## src/rtl/eye_scan_pkg.sv

```systemverilog
// Shared types for the eye-scan sequencer.
package eye_scan_pkg;
    typedef enum logic [1:0] {
        ST_IDLE   = 2'd0,
        ST_SETTLE = 2'd1,
        ST_COUNT  = 2'd2,
        ST_WRITE  = 2'd3
    } scan_state_e;
endpackage

```

## src/rtl/eye_lane_pick.sv

```systemverilog
// Selects one lane's valid and error strobes from the per-lane vectors.
// Assumes sel_i is below LANES; the output is purely combinational.
module eye_lane_pick #(
    parameter int LANES  = 4,
    parameter int LSEL_W = 2
) (
    input  logic [LSEL_W-1:0] sel_i,
    input  logic [LANES-1:0]  valid_i,
    input  logic [LANES-1:0]  err_i,
    output logic              valid_o,
    output logic              err_o
);
    logic [LANES-1:0] hit;

    // One-hot decode of the selected lane, one term per lane.
    for (genvar g = 0; g < LANES; g++) begin : g_dec
        assign hit[g] = (sel_i == LSEL_W'(g));
    end

    // AND-OR reduction of the strobes through the decode.
    assign valid_o = |(hit & valid_i);
    assign err_o   = |(hit & err_i);
endmodule

```

## src/rtl/eye_grid_walk.sv

```systemverilog
// Raster walker over the scan grid: x advances fastest, y steps when x wraps.
// Both indices return to zero after the last point. Assumes X_STEPS, Y_STEPS >= 2.
module eye_grid_walk #(
    parameter int X_STEPS = 8,
    parameter int Y_STEPS = 8,
    parameter int XW      = $clog2(X_STEPS),
    parameter int YW      = $clog2(Y_STEPS)
) (
    input  logic          clk,
    input  logic          rst_n,
    input  logic          clear_i,
    input  logic          step_i,
    output logic [XW-1:0] x_o,
    output logic [YW-1:0] y_o,
    output logic          last_o
);
    localparam logic [XW-1:0] XMAX = XW'(X_STEPS - 1);
    localparam logic [YW-1:0] YMAX = YW'(Y_STEPS - 1);

    // Index registers: cleared on reset or scan start, advanced per point.
    always_ff @(posedge clk) begin
        if (!rst_n || clear_i) begin
            x_o <= '0;
            y_o <= '0;
        end else if (step_i) begin
            if (x_o == XMAX) begin
                x_o <= '0;
                y_o <= (y_o == YMAX) ? '0 : y_o + 1'b1;
            end else begin
                x_o <= x_o + 1'b1;
            end
        end
    end

    // Flags the final grid point.
    assign last_o = (x_o == XMAX) && (y_o == YMAX);
endmodule

```

## src/rtl/eye_window_count.sv

```systemverilog
// Counts valid bits and errored bits over a window of BITS_PER_POINT bits.
// The error count saturates at the window size. last_o marks the cycle in which
// the final window bit is accepted. Assumes BITS_PER_POINT >= 2.
module eye_window_count #(
    parameter int BITS_PER_POINT = 1000000,
    parameter int CNT_W          = 20
) (
    input  logic             clk,
    input  logic             rst_n,
    input  logic             clear_i,
    input  logic             en_i,
    input  logic             valid_i,
    input  logic             err_i,
    output logic [CNT_W-1:0] err_cnt_o,
    output logic             last_o
);
    localparam int BW = $clog2(BITS_PER_POINT);
    localparam logic [BW-1:0]    BIT_LAST = BW'(BITS_PER_POINT - 1);
    localparam logic [CNT_W-1:0] ERR_CAP  = CNT_W'(BITS_PER_POINT);

    logic [BW-1:0] bit_cnt;
    logic          take;

    assign take   = en_i && valid_i;
    assign last_o = take && (bit_cnt == BIT_LAST);

    // Bit and error counters: cleared while settling, advanced on accepted bits.
    always_ff @(posedge clk) begin
        if (!rst_n || clear_i) begin
            bit_cnt   <= '0;
            err_cnt_o <= '0;
        end else if (take) begin
            bit_cnt <= last_o ? '0 : bit_cnt + 1'b1;
            if (err_i && (err_cnt_o != ERR_CAP)) begin
                err_cnt_o <= err_cnt_o + 1'b1;
            end
        end
    end
endmodule

```

## src/rtl/eye_scan_seq.sv

```systemverilog
// Eye-scan sequencer top: steps the sampler over a delay/threshold grid. At each
// point it settles, counts errors over a fixed bit window and writes one result.
// Lane and settle values are captured at start. Start is ignored while busy.
module eye_scan_seq
    import eye_scan_pkg::*;
#(
    parameter int X_STEPS        = 8,
    parameter int Y_STEPS        = 8,
    parameter int BITS_PER_POINT = 1000000,
    parameter int CNT_W          = 20,
    parameter int SETTLE_W       = 8,
    parameter int LANES          = 4,
    parameter int XW             = $clog2(X_STEPS),
    parameter int YW             = $clog2(Y_STEPS),
    parameter int LSEL_W         = $clog2(LANES)
) (
    input  logic                clk,
    input  logic                rst_n,
    input  logic                start_i,
    input  logic [LSEL_W-1:0]   lane_sel_i,
    input  logic [SETTLE_W-1:0] settle_i,
    input  logic [LANES-1:0]    bit_valid_i,
    input  logic [LANES-1:0]    bit_err_i,
    output logic [XW-1:0]       delay_code_o,
    output logic [YW-1:0]       thresh_code_o,
    output logic                busy_o,
    output logic                done_o,
    output logic                wr_en_o,
    output logic [XW-1:0]       wr_x_o,
    output logic [YW-1:0]       wr_y_o,
    output logic [CNT_W-1:0]    wr_count_o
);
    scan_state_e         state;
    logic [SETTLE_W-1:0] settle_cnt;
    logic [SETTLE_W-1:0] settle_q;
    logic [LSEL_W-1:0]   lane_q;
    logic                done_q;
    logic                accept;
    logic                lane_valid;
    logic                lane_err;
    logic                grid_last;
    logic                win_last;
    logic [XW-1:0]       gx;
    logic [YW-1:0]       gy;
    logic [CNT_W-1:0]    err_cnt;

    assign accept = (state == ST_IDLE) && start_i;

    eye_lane_pick #(.LANES(LANES), .LSEL_W(LSEL_W)) u_pick (
        .sel_i   (lane_q),
        .valid_i (bit_valid_i),
        .err_i   (bit_err_i),
        .valid_o (lane_valid),
        .err_o   (lane_err)
    );

    eye_grid_walk #(.X_STEPS(X_STEPS), .Y_STEPS(Y_STEPS), .XW(XW), .YW(YW)) u_grid (
        .clk     (clk),
        .rst_n   (rst_n),
        .clear_i (accept),
        .step_i  (state == ST_WRITE),
        .x_o     (gx),
        .y_o     (gy),
        .last_o  (grid_last)
    );

    eye_window_count #(.BITS_PER_POINT(BITS_PER_POINT), .CNT_W(CNT_W)) u_win (
        .clk       (clk),
        .rst_n     (rst_n),
        .clear_i   (state == ST_SETTLE),
        .en_i      (state == ST_COUNT),
        .valid_i   (lane_valid),
        .err_i     (lane_err),
        .err_cnt_o (err_cnt),
        .last_o    (win_last)
    );

    // Scan sequencing: idle -> settle -> count -> write, repeated per point.
    always_ff @(posedge clk) begin
        if (!rst_n) begin
            state      <= ST_IDLE;
            settle_cnt <= '0;
            settle_q   <= '0;
            lane_q     <= '0;
            done_q     <= 1'b0;
        end else begin
            case (state)
                ST_IDLE: begin
                    if (start_i) begin
                        lane_q     <= lane_sel_i;
                        settle_q   <= settle_i;
                        settle_cnt <= '0;
                        done_q     <= 1'b0;
                        state      <= ST_SETTLE;
                    end
                end
                ST_SETTLE: begin
                    if (settle_cnt == settle_q) begin
                        state <= ST_COUNT;
                    end else begin
                        settle_cnt <= settle_cnt + 1'b1;
                    end
                end
                ST_COUNT: begin
                    if (win_last) begin
                        state <= ST_WRITE;
                    end
                end
                ST_WRITE: begin
                    settle_cnt <= '0;
                    if (grid_last) begin
                        done_q <= 1'b1;
                        state  <= ST_IDLE;
                    end else begin
                        state <= ST_SETTLE;
                    end
                end
                default: state <= ST_IDLE;
            endcase
        end
    end

    // Output mapping of the current point, status and result port.
    assign delay_code_o  = gx;
    assign thresh_code_o = gy;
    assign busy_o        = (state != ST_IDLE);
    assign done_o        = done_q;
    assign wr_en_o       = (state == ST_WRITE);
    assign wr_x_o        = gx;
    assign wr_y_o        = gy;
    assign wr_count_o    = err_cnt;
endmodule

```

## config.mk

```make
export PLATFORM = sky130hd
export DESIGN_NAME = eye_scan_seq
export DESIGN_NICKNAME = d
export VERILOG_FILES = /design/src/rtl/eye_scan_pkg.sv /design/src/rtl/eye_lane_pick.sv /design/src/rtl/eye_grid_walk.sv /design/src/rtl/eye_window_count.sv /design/src/rtl/eye_scan_seq.sv
export SDC_FILE = /design/constraint.sdc
export NUM_CORES = 1
export LEC_CHECK = 0
export ABC_CLOCK_PERIOD_IN_PS = 2800
export BUFFER_PORTS_ARGS = -buffer_cell sky130_fd_sc_hd__buf_4
export CAP_MARGIN = 10
export CORE_MARGIN = 1.5
export CORE_UTILIZATION = 50
export DETAILED_ROUTE_END_ITERATION = 8
export PLACE_DENSITY_LB_ADDON = 0.2
export SYNTH_ARGS = -nofsm -noshare
export SYNTH_HDL_FRONTEND = slang
export SYNTH_SLANG_ARGS = --single-unit
```

## constraint.sdc

```tcl
create_clock -name clk -period 2.8 [get_ports clk]
set_input_delay 0.14 -clock clk [delete_from_list [all_inputs] [get_ports clk]]
set_output_delay 0.14 -clock clk [all_outputs]
set_load 0.01 [all_outputs]
```

==> impl_metrics.tcl <==
set metrics [dict create \
    nets 500 \
    p_clk_share_pct 38.5 \
    ctsHoldBuffers 0 \
    ios 56 \
    wl_microns 7970 \
    cts.path.max_buffers 2 \
    die_area_sq_um 7510 \
    yosysSeqAreaShare_pct 38.3 \
    clock-sinks 67 \
    die_h_microns 86.6 \
    dpl.cell_count 551 \
    gp_congestion 0.830 \
    endpoint_kind "flip-flop" \
    clkSlewWorstSetupHoldPaths_ns 0.08 \
    root_buffer "clkbuf_8" \
    rsz0062_at_grt "no" \
    num_rows 30 \
    grt_pass1_vias 2857 \
    detail-route-antenna-nets 0 \
    post-synth-top-area-cell "dfxtp_1" \
    cts_setup_buffers 0 \
    p_sw_share_pct 30.3 \
    fill_cells 612 \
    grt_pass1_wl_microns 13200 \
    fin_setup_tns_ns 0 \
    num_antenna_cells 0 \
    die_x_microns 86.6 \
    setup_viol 0 \
    max-cap-violations 0 \
    cts_resized 0 \
    fin_crit_sh_pct 85.5 \
    relSlewSlack_pct 66.0 \
    hp-class "input pin to flip-flop" \
    synth-edff-count 0 \
    hpwl_microns 5650 \
    ys_ff_latch 67 \
    synth_ff_type "dfxtp_1" \
    postSynthAreaPerCell_sq_um 8.33 \
    seq_power_share_pct 39.4 \
    path_class "flip-flop to flip-flop" \
    finalHoldWorstSlack_ns 0.0366 \
    multi_input_area_sq_um 1980 \
    yosysMostFrequentCell "dfxtp_1" \
    syn2layout_area_growth_pct 19.9 \
    cts_tree "built" \
    drive_gt1_share_pct 17.8 \
    synth_area_sq_um 3500 \
    p_int_uw 1830 \
    synthDistinctLibCells 45 \
    fin_crit_ns 2.39 \
    finalPower_uw 2630 \
    drt-vias-per-instance 5.64 \
    routed-via-count 3199 \
    power.density_nw_per_um2 627 \
    instances_no_fill 567 \
    drv_slew 0 \
    grt_max_degree 36 \
    synthTopCellsByCount "dfxtp_1 (67), nand2_1 (54), a21oi_1 (39)" \
    synthCells 420 \
    wire_per_inst_microns 14.1 \
    core_area_sq_um 6790 \
    final_hold_viol_count 0 \
    htree_levels 3 \
    irDropWorstVdd_uv 328 \
    drtPass1Iterations 5 \
    tightest_slew_ns 0.509 \
    synth_top_area_share_pct 38.3 \
    initial_core_util_pct 51.5 \
    cts_made_buffers 9 \
    fmax_ghz 0.418 \
    clock_latency_ns 0.35 \
    ff_latch_area_sq_um 1340 \
    synthArstFlopShare_pct 0 \
    required_ns 3.08 \
    synthTopCellsByArea "dfxtp_1 (38%), xnor2_1 (6.0%), nand2_1 (5.8%)" \
    antenna_found_initial 0 \
    critPathMaxFanout 11 \
    route.detailed.drc 0 \
    port_buffers 55 \
    synth.yosys.warnings 0 \
    grt_usage_pct 22.2 \
    fin_util_pct 61.7 \
    power.leakage_uw 0.00153 \
    synth_nets 454 \
    drtIter0Drc 155 \
    critPathArrivalTime_ns 2.68 \
    outcome "completed" \
    comb_power_share_pct 22.1 \
    p_switching_uw 796 \
    critPathLaunchType "flip-flop" \
    grt_remaining_overflow 0 \
    clock_skew_ns 0.0125 \
]
registers in the layout (all words and copies together), names as in the netlist:
signal / cells
done_o: 1
lane_q: 2
settle_cnt: 8
settle_q: 8
state: 2
u_grid.x_o: 3
u_grid.y_o: 3
u_win.bit_cnt: 20
u_win.err_cnt_o: 20
cells in the final DEF, fill, tap and decap left out, drive strengths merged, types with 2 or more instances in the layout:
| cell type | instances |
|---|---|
| a31oi | 3 |
| o21a | 2 |
| xnor2 | 24 |
| nand2 | 54 |
| mux2i | 9 |
| clkbuf | 10 |
| nor3 | 8 |
| or4 | 14 |
| nor4 | 11 |
| o21ai | 10 |
| a21oi | 39 |
| o211a | 2 |
| and2 | 2 |
| nand4 | 10 |
| a211o | 5 |
| clkinv | 3 |
| nor2 | 31 |
| dfxtp | 67 |
| bufinv | 3 |
| or3 | 9 |
| inv | 12 |
| and4 | 4 |
| nand2b | 3 |
| or2 | 3 |
| nand3 | 19 |
| o211ai | 2 |
| ha | 13 |
| and3 | 3 |
| nor3b | 2 |
| o31ai | 14 |
| nor4b | 6 |
| nand3b | 2 |
| o22ai | 2 |
| buf | 61 |
critical path, cell delays in order, from the launching register on:
cell	delay, ns
dfxtp_1	0.36
inv_1	0.13
ha_1	0.22
nand2_1	0.07
o22a_1	0.26
buf_4	0.20
or4_1	0.58
or3_1	0.38
a21oi_1	0.14
through the flow:
step	setup slack, ns	cell area, sq um
after CTS	0.407	4190
after detailed placement	0.440	3940
final	0.405	4190
after global routing	0.277	4190
after global placement	0.539	3940
after floorplan	0.719	3500
cell families (layout without fill, tap and decap cells):
kind of cell | after synthesis | in the layout | share of synthesized area, %
fa+ha+maj | 13 | 13 | 4.65
xor+xnor | 25 | 25 | 6.26
mux | 10 | 10 | 3.22
simple gates | 183 | 183 | 27.1
buf+inv | 38 | 89 | 5.08
flops | 67 | 67 | 38.3
compound gates | 84 | 84 | 15.3
layout make-up:
type | count | area share, %
Multi-Input combinational cell | 315 | 47.2
Clock buffer | 10 | 3.28
Sequential cell | 67 | 32.0
Timing Repair Buffer | 61 | 10.9
Clock inverter | 6 | 2.68
Inverter | 12 | 1.07
Tap cell | 96 | 2.86
final timing paths:
check | start | end | slack (ns) | cells after the start
max | state[0] | u_win.bit_cnt[17] | 0.41 | 8
min | settle_i[4] | settle_q[4] | 0.04 | 3
max reg2reg | state[0] | u_win.bit_cnt[17] | 0.41 | 8
min reg2reg | settle_q[7] | settle_q[7] | 0.47 | 2
routing by layer:
metal	global-route usage [%]	vias up	part of all wire (%)
met1	29.1	1487	47
met2	35.9	95	48
met4	8.65	0	1.0
li1	-	1610	-
met5	0	-	0
met3	4.86	7	4.2
power groups by stage:
stage	registers (uW)	clock network [uW]	logic [uW]
floorplan	1050	0	415
global placement	1060	0	573
detailed placement	1060	0	579
CTS	1040	1020	584
global route	1040	1060	645
finish	1040	1010	581
No activity file was read; power rests on OpenSTA's default activity.
